$ cat config.mk
export PLATFORM = sky130hd
export DESIGN_NAME = cpdq_top
export DESIGN_NICKNAME = d
export VERILOG_FILES = /design/src/rtl/cpdq_pkg.sv /design/src/rtl/cpdq_fifo.sv /design/src/rtl/cpdq_decoder.sv /design/src/rtl/cpdq_report.sv /design/src/rtl/cpdq_top.sv
export SDC_FILE = /design/constraint.sdc
export NUM_CORES = 1
export LEC_CHECK = 0
export ABC_AREA = 0
export BUFFER_PORTS_ARGS = -buffer_cell sky130_fd_sc_hd__buf_2
export CAP_MARGIN = 40
export CORE_MARGIN = 2
export CORE_UTILIZATION = 40
export DETAILED_ROUTE_END_ITERATION = 8
export GPL_TIMING_DRIVEN = 0
export MAX_ROUTING_LAYER = met4
export PLACE_DENSITY_LB_ADDON = 0.25
export SLEW_MARGIN = 15
export SYNTH_ARGS = -nofsm -noshare
export SYNTH_HDL_FRONTEND = slang
export SYNTH_HIERARCHICAL = 1
export SYNTH_SLANG_ARGS = --single-unit
$ cat constraint.sdc
create_clock -name clk -period 4.1 [get_ports clk]
set_clock_uncertainty 0.15 [all_clocks]
set_input_delay 0.205 -clock clk [delete_from_list [all_inputs] [get_ports clk]]
set_output_delay 0.205 -clock clk [all_outputs]
set_load 0.02 [all_outputs]
$ cat src/rtl/cpdq_pkg.sv
// Package: field positions and codes shared by the decode queue modules.
// Assumes a 32-bit instruction word with the class marker, unit number and
// length field at fixed bit positions.
package cpdq_pkg;
    localparam int WORD_W    = 32;
    localparam int MARK_LSB  = 24;
    localparam int NUM_LSB   = 8;
    localparam int LEN_LSB   = 0;
    localparam int FIELD_W   = 4;
    localparam int COUNT_W   = FIELD_W + 1;

    localparam logic [FIELD_W-1:0] MARK_OP  = 4'hE;
    localparam logic [FIELD_W-1:0] MARK_VEC = 4'hC;

    typedef enum logic [1:0] {
        CLS_FOREIGN = 2'd0,
        CLS_OP      = 2'd1,
        CLS_VEC     = 2'd2
    } cp_class_e;
endpackage

$ cat src/rtl/cpdq_fifo.sv
// Module: cpdq_fifo
// Circular queue of DEPTH words with read and write pointers and an
// occupancy count. Assumes the caller never writes when full and never
// reads when empty. A read and a write in the same cycle are allowed.
module cpdq_fifo #(
    parameter int W     = 32,
    parameter int DEPTH = 4
) (
    input  logic                         clk,
    input  logic                         rst_n,
    input  logic                         wr_en,
    input  logic [W-1:0]                 wr_data,
    input  logic                         rd_en,
    output logic [W-1:0]                 rd_data,
    output logic                         empty,
    output logic                         full,
    output logic [$clog2(DEPTH+1)-1:0]   count
);
    localparam int AW = (DEPTH > 1) ? $clog2(DEPTH) : 1;
    localparam int CW = $clog2(DEPTH + 1);

    logic [W-1:0]  mem [DEPTH];
    logic [AW-1:0] wp, rp;

    function automatic logic [AW-1:0] step(input logic [AW-1:0] p);
        return (p == AW'(DEPTH - 1)) ? '0 : p + 1'b1;
    endfunction

    // Storage array write; no reset needed for data.
    always_ff @(posedge clk) begin
        if (wr_en) mem[wp] <= wr_data;
    end

    // Pointer and occupancy bookkeeping.
    always_ff @(posedge clk) begin
        if (!rst_n) begin
            wp    <= '0;
            rp    <= '0;
            count <= '0;
        end else begin
            if (wr_en) wp <= step(wp);
            if (rd_en) rp <= step(rp);
            case ({wr_en, rd_en})
                2'b10:   count <= count + 1'b1;
                2'b01:   count <= count - 1'b1;
                default: count <= count;
            endcase
        end
    end

    // Head word and level flags.
    always_comb begin
        rd_data = mem[rp];
        empty   = (count == '0);
        full    = (count == CW'(DEPTH));
    end

    assert_no_overflow_R2: assert property (@(posedge clk) disable iff (!rst_n)
        wr_en |-> (!full || rd_en));
    assert_no_underflow_R2: assert property (@(posedge clk) disable iff (!rst_n)
        rd_en |-> !empty);
    assert_count_bound_R2: assert property (@(posedge clk) disable iff (!rst_n)
        count <= CW'(DEPTH));
endmodule

$ cat src/rtl/cpdq_decoder.sv
// Module: cpdq_decoder
// Purely combinational classification of the head word, taken from its
// marker, unit-number and length fields. Assumes the caller qualifies the
// outputs with queue occupancy.
module cpdq_decoder
    import cpdq_pkg::*;
#(
    parameter logic [FIELD_W-1:0] CP_NUM = 4'd6
) (
    input  logic [FIELD_W-1:0] mark,
    input  logic [FIELD_W-1:0] unit_num,
    input  logic [FIELD_W-1:0] len_field,
    output logic               accept,
    output logic               is_vec,
    output logic [COUNT_W-1:0] len_count
);
    cp_class_e cls;

    // Class from marker, then the unit-number match and the length map.
    always_comb begin
        unique case (mark)
            MARK_OP:  cls = CLS_OP;
            MARK_VEC: cls = CLS_VEC;
            default:  cls = CLS_FOREIGN;
        endcase
        accept    = (cls != CLS_FOREIGN) && (unit_num == CP_NUM);
        is_vec    = (cls == CLS_VEC);
        len_count = (len_field == '0) ? COUNT_W'(1 << FIELD_W)
                                      : {1'b0, len_field};
    end
endmodule

$ cat src/rtl/cpdq_report.sv
// Module: cpdq_report
// Keeps the issue tag counter and registers a one-cycle length report for
// each issued vectored transfer. Assumes 'fire' marks an issuing edge.
module cpdq_report
    import cpdq_pkg::*;
#(
    parameter int TAG_W = 3
) (
    input  logic               clk,
    input  logic               rst_n,
    input  logic               fire,
    input  logic               fire_vec,
    input  logic [COUNT_W-1:0] fire_len,
    output logic [TAG_W-1:0]   cur_tag,
    output logic               len_valid,
    output logic [TAG_W-1:0]   len_tag,
    output logic [COUNT_W-1:0] len_count
);
    // Tag advance and report pulse generation.
    always_ff @(posedge clk) begin
        if (!rst_n) begin
            cur_tag   <= '0;
            len_valid <= 1'b0;
            len_tag   <= '0;
            len_count <= '0;
        end else begin
            len_valid <= fire && fire_vec;
            if (fire) begin
                cur_tag   <= cur_tag + 1'b1;
                len_tag   <= cur_tag;
                len_count <= fire_len;
            end
        end
    end

    assert_tag_step_R7: assert property (@(posedge clk) disable iff (!rst_n)
        fire |=> (cur_tag == TAG_W'($past(cur_tag) + 1'b1)));
    assert_tag_hold_R7: assert property (@(posedge clk) disable iff (!rst_n)
        !fire |=> (cur_tag == $past(cur_tag)));
    assert_len_single_R8: assert property (@(posedge clk) disable iff (!rst_n)
        (len_valid && !$past(fire)) |-> 1'b0);
endmodule

$ cat src/rtl/cpdq_top.sv
// Module: cpdq_top
// Coprocessor decode queue: stores core words, drops foreign and
// wrong-unit words at the head, offers matching words to the issue stage
// and reports vectored transfer lengths with a tag. Assumes a synchronous
// active-low reset, and that the stall input is meant to freeze entry,
// discard and issue together.
module cpdq_top
    import cpdq_pkg::*;
#(
    parameter int                 DEPTH  = 4,
    parameter int                 TAG_W  = 3,
    parameter logic [FIELD_W-1:0] CP_NUM = 4'd6
) (
    input  logic               clk,
    input  logic               rst_n,
    input  logic               in_valid,
    input  logic [WORD_W-1:0]  in_word,
    output logic               in_ready,
    input  logic               stall,
    input  logic               iss_en,
    output logic               iss_valid,
    output logic [WORD_W-1:0]  iss_word,
    output logic               iss_vec,
    output logic [TAG_W-1:0]   iss_tag,
    output logic               len_valid,
    output logic [TAG_W-1:0]   len_tag,
    output logic [COUNT_W-1:0] len_count
);
    localparam int CW = $clog2(DEPTH + 1);

    logic               push, pop, move, discard;
    logic               q_empty, q_full;
    logic [CW-1:0]      q_count;
    logic [WORD_W-1:0]  head;
    logic               head_ok, head_vec;
    logic [COUNT_W-1:0] head_len;

    cpdq_fifo #(.W(WORD_W), .DEPTH(DEPTH)) u_fifo (
        .clk     (clk),
        .rst_n   (rst_n),
        .wr_en   (push),
        .wr_data (in_word),
        .rd_en   (pop),
        .rd_data (head),
        .empty   (q_empty),
        .full    (q_full),
        .count   (q_count)
    );

    cpdq_decoder #(.CP_NUM(CP_NUM)) u_dec (
        .mark      (head[MARK_LSB +: FIELD_W]),
        .unit_num  (head[NUM_LSB +: FIELD_W]),
        .len_field (head[LEN_LSB +: FIELD_W]),
        .accept    (head_ok),
        .is_vec    (head_vec),
        .len_count (head_len)
    );

    cpdq_report #(.TAG_W(TAG_W)) u_rep (
        .clk       (clk),
        .rst_n     (rst_n),
        .fire      (move),
        .fire_vec  (head_vec),
        .fire_len  (head_len),
        .cur_tag   (iss_tag),
        .len_valid (len_valid),
        .len_tag   (len_tag),
        .len_count (len_count)
    );

    // Handshake and flow control around the queue head.
    always_comb begin
        in_ready  = !q_full && !stall;
        push      = in_valid && in_ready;
        iss_valid = !stall && !q_empty && head_ok;
        move      = iss_valid && iss_en;
        discard   = !stall && !q_empty && !head_ok;
        pop       = move || discard;
        iss_word  = head;
        iss_vec   = head_vec;
    end

    assert_full_blocks_R2: assert property (@(posedge clk) disable iff (!rst_n)
        q_full |-> !in_ready);
    assert_class_only_R3: assert property (@(posedge clk) disable iff (!rst_n)
        iss_valid |-> (iss_word[MARK_LSB +: FIELD_W] == MARK_OP ||
                       iss_word[MARK_LSB +: FIELD_W] == MARK_VEC));
    assert_unit_match_R4: assert property (@(posedge clk) disable iff (!rst_n)
        iss_valid |-> (iss_word[NUM_LSB +: FIELD_W] == CP_NUM));
    assert_hold_R5: assert property (@(posedge clk) disable iff (!rst_n)
        (iss_valid && !iss_en) |=> (stall || (iss_valid && iss_word == $past(iss_word))));
    assert_stall_freeze_R6: assert property (@(posedge clk) disable iff (!rst_n)
        stall |=> (q_count == $past(q_count)));
    assert_len_after_issue_R8: assert property (@(posedge clk) disable iff (!rst_n)
        len_valid |-> ($past(move) && $past(iss_vec) && len_tag == $past(iss_tag)));
    assert_no_len_for_op_R9: assert property (@(posedge clk) disable iff (!rst_n)
        (move && !iss_vec) |=> !len_valid);
endmodule

==> results by group <==
Cells and area
  – Ant diodes: 0
  – Layout cell share with drive strength beyond 1: 0.390
  – Final Instance Count excl. Fillers: 601
  – Final core utilization: 0.528
  – Post-layout nets: 453
  – P&R area growth vs syn: 29.2%

STA
  – Hold_ws: 0.120 ns
  – Period utilization: 0.852
  – Worst slew pin tran: 0.581 ns
  – Hold violation count in the final report: 0
  – RSZ-0062 raised after global routing: no
  – Post-Route Setup TNS: 0 ns
  – F_max: 0.286 GHz
  – Final min period: 3.49 ns
  – Worst Slack Setup Final: 0.606 ns
  – Relative slew slack: 0.610
  – Slew Limit Fails: 0
  – Final setup viols: 0

CTS
  – Clock Pin Slew Worst Setup and Hold Paths: 0.06 ns
  – Gates resized, CTS repair: 0
  – Skew-Pair Late Insertion Delay: 0.42 ns
  – # clock sinks: 149
  – TritonCTS clock tree: yes
  – Num CTS Buffers: 17
  – Postcts setup bufs: 0
  – Root buffer cell: clkbuf_16
  – Htree depth: 4
  – Clock buffer depth: 2

Pwr
  – Pwr/cell area: 552 nW/µm²
  – VDD IR max: 346 µV
  – Leakage: 2.57 nW

Setup path
  – Critical path, cell by cell: buf_6, buf_12, mux4_2, nand3b_1, nor2_1, a211oi_1, ha_1, inv_1, fa_1, xor2_1, or3_1, a21boi_0
  – Worst reg2reg path endpoint: u_fifo/count[2]
  – CP Buf/Inv Count: 3
  – Data arrival, critical path: 3.69 ns
  – Crit-path max FO: 10
  – WP depth: 12
  – Worst path slowest cell: a211oi_1
  – CP startpoint kind: flop
  – Worst Setup End Kind: flop
  – Worst Reg2Reg Path Length in Cells: 12
  – CP endpoint: u_fifo/count[2]
  – Critical path's top delay family: compound AO/OA/AOI/OAI gates
  – Max incr delay on CP: 0.54 ns
  – WP data required: 4.29 ns
  – Reg2reg setup slack: 0.61 ns
  – Kind of critical path: flop to flop

Detailed routing
  – Antenna Violating Nets Remaining: 0
  – Drt total wl: 10.4 mm
  – Vias per inst: 4.81
  – DR vias: 2891
  – Mean routed wirelength per cell: 17.2 µm
  – DR DRC count: 0
  – DR pass1 iterations: 4
  – DRT iter0 DRCs: 144

Yosys
  – EDFF count, synth: 128
  – Post-Syn Area per Cell: 21.1 µm²
  – Post-Syn Nets: 314
  – Primary FF master, synth: edfxtp_1
  – Synth Register Bits: 149
  – Post-synthesis sequential area ratio: 0.751
  – Ys async rst share: 0
  – Synthesis warning total: 6
  – Synthesized cell area: 5670 µm²
  – Library cells used by synthesis: 32
  – Post-Syn Instances: 269

Placement
  – GPL Wtd Cong: 0.719
  – Setup WS pre-CTS: 0.567 ns
  – Cells after DPL: 536
  – IO buf count: 83
  – HPWL Detailed: 6.76 mm

Die
  – Die H: 123 µm
  – Die footprint: 15200 µm²
  – Row count: 43
  – Die width: 123 µm
  – Initial core utilization: 0.409
  – Core area: 13900 µm²
  – Boundary Pins: 84

Job
  – Max Cap Violations: 0

Global routing
  – Vias in the first global route: 3068
  – Remaining global-route overflow: 0
  – GR Util All Layers: 0.153
  – Number of antenna violations at the first check in global routing: 0
  – Largest net degree at the start of global routing: 23
  – Wire length of the first global-routing pass: 15.9 mm

Hold path
  – Hold Crit Class: input port to flop
  – Worst Min Path Start: stall

Outcome
  – Status: complete, no violations
## worst min-delay path, cell delays in order
cell      delay, ns
buf_2          0.11
a211oi_1       0.09
mux2i_1        0.15
nor2b_1        0.07
## power by group
group          switching, W  internal, W
Clock              0.000602     0.000897
Sequential        0.0000250      0.00171
Combinational      0.000425     0.000385
Total               0.00105      0.00299
## what timing repair did
item,in CTS,in global routing
endpoints found under the hold margin,138,0
endpoints found under the setup margin,0,0
hold buffers,33,0
## how the worst min path moves through the flow
| stage | end | slack, ns | depth (start not counted) |
|---|---|---|---|
| after floorplan | u_fifo/mem[0][0] | 0.15 | 0 |
| after global placement | u_fifo/mem[1][19] | 0.27 | 1 |
| after detailed placement | u_fifo/mem[1][30] | 0.27 | 1 |
| after CTS | u_fifo/rp[1] | 0.09 | 4 |
| after global routing | u_fifo/rp[1] | 0.15 | 4 |
| final | u_fifo/rp[1] | 0.12 | 4 |
## synthesized netlist by cell type, types with 2 or more instances
master / count / area share
edfxtp_1: 128 / 0.68
mux4_2: 30 / 0.12
dfxtp_1: 21 / 0.074
mux2i_1: 12 / 0.021
nor2b_1: 12 / 0.013
and2_1: 9 / 0.0099
ha_1: 7 / 0.015
inv_1: 7 / 0.0046
clkbuf_1: 5 / 0.0033
nor2_1: 4 / 0.0026
buf_12: 3 / 0.011
buf_2: 3 / 0.0026
nand2_1: 3 / 0.0020
buf_6: 2 / 0.0040
mux4_1: 2 / 0.0093
nor3_1: 2 / 0.0018
o21a_1: 2 / 0.0026
o21ai_0: 2 / 0.0018
xor2_1: 2 / 0.0031
## stage by stage
step / cell area, µm² / power [W]
after floorplan: 5670 / 0.00234
after CTS: 7330 / 0.00410
after global routing: 7330 / 0.00422
after detailed placement: 6410 / 0.00257
final: 7330 / 0.00405
after global placement: 6310 / 0.00255
## sequential cells by signal (all words and copies together) (netlist names), named ones only
| name | flops |
|---|---|
| u_fifo/rp | 2 |
| u_rep/len_valid | 1 |
| u_rep/cur_tag | 3 |
| u_fifo/count | 3 |
| u_rep/len_tag | 3 |
| u_fifo/mem | 128 |
| u_fifo/wp | 2 |
| u_rep/len_count | 5 |
## routing by layer
| metal | routed length (µm) | GRT usage |
|---|---|---|
| met1 | 4360 | 0.175 |
| met2 | 5240 | 0.243 |
| met3 | 627 | 0.0567 |
| met4 | 129 | 0.0639 |
| met5 | 0 | - |
## cells in the final DEF (no fill, tap or decap), types with 2 or more instances in the layout
cell type | netlist | routed
clkinv_2 | 0 | 3
clkbuf_1 | 5 | 5
dfxtp_1 | 21 | 21
inv_6 | 0 | 2
buf_12 | 3 | 5
and2_1 | 9 | 5
ha_1 | 7 | 7
inv_1 | 7 | 7
nor2b_1 | 12 | 12
bufinv_16 | 0 | 2
clkinv_4 | 0 | 4
and2_2 | 0 | 4
xor2_1 | 2 | 2
edfxtp_1 | 128 | 128
o21a_1 | 2 | 2
mux4_1 | 2 | 2
nand2_1 | 3 | 3
dlygate4sd3_1 | 0 | 33
buf_2 | 3 | 86
clkbuf_16 | 0 | 17
nor2_1 | 4 | 4
mux2i_1 | 12 | 12
clkinvlp_4 | 0 | 4
nor3_1 | 2 | 2
mux4_2 | 30 | 30
o21ai_0 | 2 | 2
buf_6 | 2 | 2
buf_16 | 0 | 2
## layout make-up
| class | count | area, µm² |
|---|---|---|
| Buffer | 13 | 116 |
| Clock buffer | 17 | 425 |
| Clock inverter | 15 | 158 |
| Fill cell | 1137 | 6550 |
| Inverter | 7 | 26.3 |
| Multi-Input combinational cell | 100 | 1270 |
| Sequential cell | 149 | 4260 |
| Tap cell | 180 | 225 |
| Timing Repair Buffer | 120 | 841 |
## cells by family (layout without fill, tap and decap cells)
group / Yosys count / in the layout / share of synthesized area
fa+ha+maj: 8 / 8 / 0.0190
mux: 44 / 44 / 0.150
buf+inv: 20 / 172 / 0.0251
compound gates: 6 / 6 / 0.00706
flops: 149 / 149 / 0.751
simple gates: 39 / 39 / 0.0432
xor+xnor: 3 / 3 / 0.00463
Note: power is estimated with default switching activity, not from simulation.
